--- src/rtl/gfx_cmd_pkg.sv ---
package gfx_cmd_pkg;
  localparam int SUBCH_W   = 3;
  localparam int METH_W    = 11;
  localparam int PARAM_W   = 32;
  localparam int SUBCH_LSB = 13;

  typedef struct packed {
    logic [SUBCH_W-1:0] subch;
    logic [METH_W-1:0]  meth;
    logic [PARAM_W-1:0] param;
  } cmd_entry_t;

  // Combined method/subchannel word as seen on the read port.
  function automatic logic [31:0] method_word(input logic [SUBCH_W-1:0] s,
                                              input logic [METH_W-1:0] m);
    logic [31:0] w;
    w = '0;
    w[METH_W-1:0] = m;
    w[SUBCH_LSB +: SUBCH_W] = s;
    return w;
  endfunction
endpackage

--- src/rtl/gcq_gray_ptr.sv ---
module gcq_gray_ptr #(
  parameter int IDX_W = 6
) (
  input  logic             clk,
  input  logic             rst_n,
  input  logic             adv,
  output logic [IDX_W-1:0] gray_q,
  output logic [IDX_W-1:0] gray_nxt
);
  logic [IDX_W-1:0] bin_cur;
  logic [IDX_W-1:0] bin_inc;

  // Prefix XOR from the top bit down.
  for (genvar i = 0; i < IDX_W; i++) begin : g_g2b
    assign bin_cur[i] = ^gray_q[IDX_W-1:i];
  end

  assign bin_inc  = bin_cur + IDX_W'(1);
  assign gray_nxt = bin_inc ^ (bin_inc >> 1);

  always_ff @(posedge clk or negedge rst_n) begin
    if (!rst_n)   gray_q <= '0;
    else if (adv) gray_q <= gray_nxt;
  end

  assert_gray_one_bit_R3: assert property (@(posedge clk) disable iff (!rst_n)
    adv |=> $countones(gray_q ^ $past(gray_q)) == 1);

  assert_gray_hold_R4: assert property (@(posedge clk) disable iff (!rst_n)
    !adv |=> $stable(gray_q));
endmodule

--- src/rtl/gcq_slot_store.sv ---
module gcq_slot_store
  import gfx_cmd_pkg::*;
#(
  parameter int DEPTH = 64,
  parameter int IDX_W = 6
) (
  input  logic             clk,
  input  logic             rst_n,
  input  logic             wr_en,
  input  logic [IDX_W-1:0] wr_idx,
  input  cmd_entry_t       wr_entry,
  input  logic [IDX_W-1:0] pop_idx,
  output cmd_entry_t       pop_entry,
  input  logic [IDX_W-1:0] rd_idx,
  output cmd_entry_t       rd_entry
);
  // Fields kept in separate arrays so no field can spill into another.
  logic [SUBCH_W-1:0] sub_mem  [DEPTH];
  logic [METH_W-1:0]  meth_mem [DEPTH];
  logic [PARAM_W-1:0] par_mem  [DEPTH];

  for (genvar g = 0; g < DEPTH; g++) begin : g_slot
    always_ff @(posedge clk or negedge rst_n) begin
      if (!rst_n) begin
        sub_mem[g]  <= '0;
        meth_mem[g] <= '0;
        par_mem[g]  <= '0;
      end else if (wr_en && wr_idx == IDX_W'(g)) begin
        sub_mem[g]  <= wr_entry.subch;
        meth_mem[g] <= wr_entry.meth;
        par_mem[g]  <= wr_entry.param;
      end
    end
  end

  always_comb begin
    pop_entry.subch = sub_mem[pop_idx];
    pop_entry.meth  = meth_mem[pop_idx];
    pop_entry.param = par_mem[pop_idx];
    rd_entry.subch  = sub_mem[rd_idx];
    rd_entry.meth   = meth_mem[rd_idx];
    rd_entry.param  = par_mem[rd_idx];
  end
endmodule

--- src/rtl/gcq_side_cache.sv ---
module gcq_side_cache
  import gfx_cmd_pkg::*;
(
  input  logic        clk,
  input  logic        rst_n,
  input  logic        wr_en,
  input  logic        wr_data_sel,
  input  logic [31:0] wr_data,
  output cmd_entry_t  entry
);
  logic [SUBCH_W-1:0] stg_subch;
  logic [METH_W-1:0]  stg_meth;
  logic               commit;

  assign commit = wr_en && wr_data_sel;

  always_ff @(posedge clk or negedge rst_n) begin
    if (!rst_n) begin
      stg_subch <= '0;
      stg_meth  <= '0;
      entry     <= '0;
    end else if (wr_en) begin
      if (!wr_data_sel) begin
        stg_meth  <= wr_data[METH_W-1:0];
        stg_subch <= wr_data[SUBCH_LSB +: SUBCH_W];
      end else begin
        entry.subch <= stg_subch;
        entry.meth  <= stg_meth;
        entry.param <= wr_data;
      end
    end
  end

  assert_side_commit_only_R10: assert property (@(posedge clk) disable iff (!rst_n)
    !commit |=> $stable(entry));
endmodule

--- src/rtl/gfx_cmd_queue.sv ---
module gfx_cmd_queue
  import gfx_cmd_pkg::*;
#(
  parameter bit LARGE_QUEUE = 1'b1,
  parameter int ADDR_W      = 12
) (
  input  logic               clk,
  input  logic               rst_n,
  input  logic               push_valid,
  output logic               push_ready,
  input  logic [SUBCH_W-1:0] push_subch,
  input  logic [METH_W-1:0]  push_method,
  input  logic [PARAM_W-1:0] push_param,
  output logic               pop_valid,
  input  logic               pop_ready,
  output logic [SUBCH_W-1:0] pop_subch,
  output logic [METH_W-1:0]  pop_method,
  output logic [PARAM_W-1:0] pop_param,
  output logic               overflow,
  input  logic               rd_en,
  input  logic [ADDR_W-1:0]  rd_addr,
  output logic               rd_valid,
  output logic [31:0]        rd_data,
  input  logic               sc_wr_en,
  input  logic               sc_wr_data_sel,
  input  logic [31:0]        sc_wr_data
);
  localparam int IDX_W = LARGE_QUEUE ? 6 : 5;
  localparam int DEPTH = 1 << IDX_W;

  logic [IDX_W-1:0] put_g, put_g_nxt, get_g, get_g_nxt;
  logic             full, empty, push_fire, pop_fire;
  cmd_entry_t       in_entry, head_entry, rd_entry, side_entry;
  logic [IDX_W-1:0] rd_slot;
  logic [31:0]      rd_mux;
  logic             unused_addr_bits;

  assign empty      = (put_g == get_g);
  assign full       = (put_g_nxt == get_g);
  assign push_ready = !full;
  assign pop_valid  = !empty;
  assign push_fire  = push_valid && !full;
  assign pop_fire   = pop_valid && pop_ready;

  assign in_entry.subch = push_subch;
  assign in_entry.meth  = push_method;
  assign in_entry.param = push_param;

  gcq_gray_ptr #(.IDX_W(IDX_W)) u_put_ptr (
    .clk(clk), .rst_n(rst_n), .adv(push_fire), .gray_q(put_g), .gray_nxt(put_g_nxt)
  );

  gcq_gray_ptr #(.IDX_W(IDX_W)) u_get_ptr (
    .clk(clk), .rst_n(rst_n), .adv(pop_fire), .gray_q(get_g), .gray_nxt(get_g_nxt)
  );

  gcq_slot_store #(.DEPTH(DEPTH), .IDX_W(IDX_W)) u_store (
    .clk(clk), .rst_n(rst_n),
    .wr_en(push_fire), .wr_idx(put_g), .wr_entry(in_entry),
    .pop_idx(get_g), .pop_entry(head_entry),
    .rd_idx(rd_slot), .rd_entry(rd_entry)
  );

  gcq_side_cache u_side (
    .clk(clk), .rst_n(rst_n),
    .wr_en(sc_wr_en), .wr_data_sel(sc_wr_data_sel), .wr_data(sc_wr_data),
    .entry(side_entry)
  );

  assign pop_subch  = head_entry.subch;
  assign pop_method = head_entry.meth;
  assign pop_param  = head_entry.param;

  always_ff @(posedge clk or negedge rst_n) begin
    if (!rst_n) overflow <= 1'b0;
    else if (push_valid && full) overflow <= 1'b1;
  end

  // Read decode: bit ADDR_W-1 picks queue slots or side cache/pointers.
  assign rd_slot = rd_addr[3 +: IDX_W];
  assign unused_addr_bits = ^{rd_addr[1:0], rd_addr[ADDR_W-2:3+IDX_W], get_g_nxt};

  always_comb begin
    if (!rd_addr[ADDR_W-1]) begin
      rd_mux = rd_addr[2] ? rd_entry.param : method_word(rd_entry.subch, rd_entry.meth);
    end else if (!rd_addr[3]) begin
      rd_mux = rd_addr[2] ? side_entry.param : method_word(side_entry.subch, side_entry.meth);
    end else begin
      rd_mux = 32'(rd_addr[2] ? get_g : put_g) << 2;
    end
  end

  always_ff @(posedge clk or negedge rst_n) begin
    if (!rst_n) begin
      rd_valid <= 1'b0;
      rd_data  <= '0;
    end else begin
      rd_valid <= rd_en;
      if (rd_en) rd_data <= rd_mux;
    end
  end

  assert_overflow_sticky_R5: assert property (@(posedge clk) disable iff (!rst_n)
    overflow |=> overflow);

  assert_full_blocks_put_R5: assert property (@(posedge clk) disable iff (!rst_n)
    full && !pop_fire |=> put_g == $past(put_g));

  assert_pop_stall_R6: assert property (@(posedge clk) disable iff (!rst_n)
    pop_valid && !pop_ready && !push_fire |=> pop_valid && $stable(pop_param) && $stable(pop_method) && $stable(pop_subch));

  assert_rd_latency_R9: assert property (@(posedge clk) disable iff (!rst_n)
    rd_en |=> rd_valid);
endmodule

--- config.mk ---
export PLATFORM = sky130hd
export DESIGN_NAME = gfx_cmd_queue
export DESIGN_NICKNAME = d
export VERILOG_FILES = /design/src/rtl/gfx_cmd_pkg.sv /design/src/rtl/gcq_gray_ptr.sv /design/src/rtl/gcq_slot_store.sv /design/src/rtl/gcq_side_cache.sv /design/src/rtl/gfx_cmd_queue.sv
export SDC_FILE = /design/constraint.sdc
export NUM_CORES = 2
export LEC_CHECK = 0
export BUFFER_PORTS_ARGS = -buffer_cell sky130_fd_sc_hd__buf_2
export CORE_ASPECT_RATIO = 1.75
export CORE_UTILIZATION = 40
export CTS_CLUSTER_DIAMETER = 40
export CTS_CLUSTER_SIZE = 25
export DETAILED_ROUTE_END_ITERATION = 12
export PLACE_DENSITY_LB_ADDON = 0.05
export SYNTH_ARGS = -nofsm -noshare
export SYNTH_HDL_FRONTEND = slang
export SYNTH_SLANG_ARGS = --single-unit
--- constraint.sdc ---
create_clock -name clk -period 5.4 [get_ports clk]
set_input_delay 0.81 -clock clk [delete_from_list [all_inputs] [get_ports clk]]
set_output_delay 0.81 -clock clk [all_outputs]
set_load 0.005 [all_outputs]
==> impl_results.md <==
- Core Rows: 308
- Endpoint, Worst Hold: u_side.entry[23]
- Die height: 843 microns
- Sequential share of the synthesized area: 47.2%
- Leak Pwr: 82.6 nW
- Area share of the largest cell type after synthesis: 47.2%
- Avg WL per Cell: 39.9 microns
- Clk buf depth: 4
- # IOs: 179
- CP delay by family, top: multiplexers
- WHS: 0.0563 ns
- DR iter-0 viols: 7161
- Share of flip-flops with an asynchronous set or reset: 100%
- Final Hold Viols: 0
- Worst Reg2Reg Path Length in Cells: 15
- CP endpoint kind: output pin
- Worst Path Max Fanout: 49
- Syn_area_per_cell: 16.7 sq um
- Status: finished clean
- Area growth syn-to-layout: 15.0%
- XOR/XNOR share of the synthesized area: 0.190%
- Final WL: 613000 microns
- First-pass DRT Iterations: 5
- CP Launch Type: flip-flop
- Synth top area cells: dfrtp_1 47%, mux4_2 26%, mux2_2 15%, mux2_1 6.0%, clkbuf_1 1.3%
- Post-detailed-route DRC marker count: 0
- Area share of fa/ha/maj cells after synthesis: 0.108%
- Dominant synthesized flop cell: dfrtp_1
- Hold path start: sc_wr_data[23]
- Relative slew slack: 6.00%
- Core box area: 402000 sq um
- Reg2Reg Capture Point: u_store.par_mem[1337]
- Crit path arrival time: 4.38 ns
- Post-DP HPWL: 377000 microns
- Fin nets: 9830
- CTS tree: built
- Reg2reg setup slack: 0.60 ns
- Die Span X: 483 microns
- Worst-path clk slew: 0.07 ns
- Post-layout minimum cycle time: 5.19 ns
- Cell type with the highest aggregate area in the netlist: dfrtp_1
- Worst skew pair latency: 0.99 ns
- Vias in the first global route: 107k
- Crit-path slowest cell: dfrtp_4
- All-Layer GR Usage: 30.4%
- Final Cycle Share: 96.0%
- Worst-path cell chain: buf_12 -> buf_12 -> mux4_2 -> mux4_2 -> mux4_2 -> buf_2
- RSZ-0062 raised after global routing: false
- Root buf cell: clkbuf_16
- CTS Sinks: 3050
- Total of max-cap violations: 0
- DIE AREA: 407000 sq um
- Slew Limit Fails: 0
- Post-Synth Simple-Gate Area: 0.858%
- FILL cells: 34.6k
- Synth Net Count: 9805
- Post-synthesis register bit count: 3050
- TritonCTS Buffers: 432
- Crit path top cell by count: mux4_2
- Worst path required time: 4.59 ns
- Post-Syn Instances: 9694
- Post-synth EDFFs: 0
- Post-synthesis mux area share: 47.2%
- Vias/cell: 6.35
- CP Buf/Inv Count: 3
- GPL Wtd Cong: 0.822
- Power Density: 588 nW/um^2
- GRT Residual Overflow: 0
- Post-Synthesis Cell Area: 162000 sq um
- Routed Antenna Nets: 0
- Final setup vio count: 0
- Maximum vdd ir drop: 0.935 mV
- Register area: 76300 sq um
- Hold Crit Depth: 2
- Port buffer count: 174
- Distinct cell type count after synthesis: 67
- Post-synthesis compound-gate area fraction: 1.35%
- Slew @ Worst Pin: 1.40 ns
- Largest family of logic cells by synthesized area: multiplexers
- Syn. warnings: 0
- Fmax: 193 MHz
- Vias after detailed routing: 97.7k
- Clock skew: 0.0508 ns
- Top-count cell post-synth: dfrtp_1
- Largest stage delay, worst path: 0.92 ns
- Top cells by count, synth: 3050 x dfrtp_1, 2144 x mux2_2, 1865 x mux4_2
- Antenna violations before repair: 42
- Final setup TNS: 0 ns
- Layout cells sized above 1: 54.9%
- Largest net degree at the start of global routing: 177
- Reg2reg start: u_put_ptr.gray_q[1]
- Worst min-delay path class: in2reg
- First-pass GRT wire length: 865000 microns
- Multi-input gate area: 80800 sq um
- Kind of critical path: reg2out
- Initial Util: 40.2%
- CTS H-tree lvls: 5
[worst register-to-register path, delay by kind of cell, from the launching register on]
family / cells / cell delay (ns)
compound gates: 4 / 0.56
flops: 1 / 0.50
xor+xnor: 2 / 0.65
buf+inv: 5 / 1.22
mux: 1 / 0.59
fa+ha+maj: 2 / 0.73
simple gates: 1 / 0.44
[worst max-delay path by stage]
| stage | startpoint | end | cells after the start |
|---|---|---|---|
| floorplan | u_put_ptr.gray_q[3] | push_ready | 16 |
| global placement | u_put_ptr.gray_q[2] | u_store.par_mem[1835] | 13 |
| detailed placement | u_put_ptr.gray_q[2] | u_store.par_mem[1831] | 13 |
| CTS | u_put_ptr.gray_q[2] | push_ready | 13 |
| global route | u_put_ptr.gray_q[1] | push_ready | 13 |
| finish | u_get_ptr.gray_q[1] | pop_param[19] | 6 |
[cell usage in the layout, fill, tap and decap left out, types with 9 or more instances in the layout]
| master | Yosys | routed |
|---|---|---|
| clkinvlp_4 | 0 | 47 |
| a22o_1 | 14 | 14 |
| a31oi_1 | 9 | 9 |
| clkbuf_1 | 574 | 32 |
| nand2_1 | 146 | 145 |
| nor2_1 | 98 | 89 |
| inv_8 | 0 | 29 |
| inv_6 | 0 | 69 |
| mux2_2 | 2144 | 2144 |
| clkbuf_16 | 0 | 433 |
| diode_2 | 0 | 23 |
| xor2_1 | 12 | 12 |
| nor3_1 | 11 | 10 |
| a22oi_1 | 39 | 39 |
| bufinv_16 | 0 | 44 |
| nor2b_1 | 23 | 21 |
| clkbuf_8 | 0 | 35 |
| o21ai_4 | 27 | 64 |
| o21ai_0 | 26 | 25 |
| inv_1 | 13 | 11 |
| mux2_1 | 862 | 862 |
| mux2i_1 | 51 | 50 |
| xnor2_1 | 16 | 15 |
| clkinv_2 | 0 | 66 |
| buf_12 | 0 | 196 |
| dfrtp_1 | 3050 | 3044 |
| o211ai_1 | 9 | 9 |
| buf_2 | 200 | 167 |
| a32oi_1 | 12 | 12 |
| ha_1 | 14 | 14 |
| buf_4 | 69 | 291 |
| a21oi_1 | 47 | 47 |
| clkinv_8 | 0 | 9 |
| nand3_1 | 21 | 21 |
| clkinv_4 | 0 | 36 |
| mux4_2 | 1865 | 1865 |
[metrics by stage]
stage	instance area [sq um]	setup slack, ns	total power, mW	std cells	util (%)
final	186000	0.214	109	15385	46.2
after global routing	186000	0.0120	114	15378	46.2
after CTS	186000	0.0543	110	15361	46.2
after detailed placement	171000	0.622	80.0	14543	42.5
after global placement	171000	0.719	78.2	14543	42.5
after floorplan	162000	1.12	65.1	9694	-
[registers in the layout, summed over array words and instances (netlist names), 3 cells and up]
name,count
u_store.par_mem,2048
u_store.meth_mem,704
u_store.sub_mem,192
u_side.entry,46
rd_data,32
u_side.stg_meth,11
u_get_ptr.gray_q,6
u_put_ptr.gray_q,6
u_side.stg_subch,3
[where the power goes]
part | leakage (nW) | switching (mW) | internal [mW]
registers | 40.6 | 6.90 | 31.9
logic | 34.8 | 18.6 | 22.1
clock network | 7.29 | 12.1 | 17.6
total | 82.6 | 37.6 | 71.6
[cell families (layout without fill, tap and decap cells)]
logic type,after synthesis,count (layout)
other,0,23
buffers and inverters,1086,1484
AO/OA/AOI/OAI,266,266
adder cells (fa/ha/maj),14,14
XOR/XNOR,31,31
AND/OR/NAND/NOR,325,325
flip-flops,3050,3050
multiplexers,4922,4922
[per-layer routing]
layer  routed length (microns)  global-route usage, %
met1                    236000                   37.3
met2                    313000                   52.2
met3                     27300                   4.23
met4                     36400                   15.4
met5                        23                      0
[timing repair]
action / CTS / global route
setup buffers: 5 / 1
gates cloned: 0 / 0
setup endpoints to repair: 13 / 1
hold buffers: 6 / 0
resized for setup: 2 / 1
endpoints found under the hold margin: 14 / 0
pin swaps: 0 / 1
[layout make-up]
class                      instances  area share, %
multi-input combinational       5558           43.5
sequential                      3050           41.1
clock buffer                     500           6.15
timing repair buffer             663           3.79
tap                             5270           3.55
clock inverter                   307           1.91
antenna                           23         0.0310
inverter                          14         0.0303
Note: power is estimated with default switching activity, not from simulation.
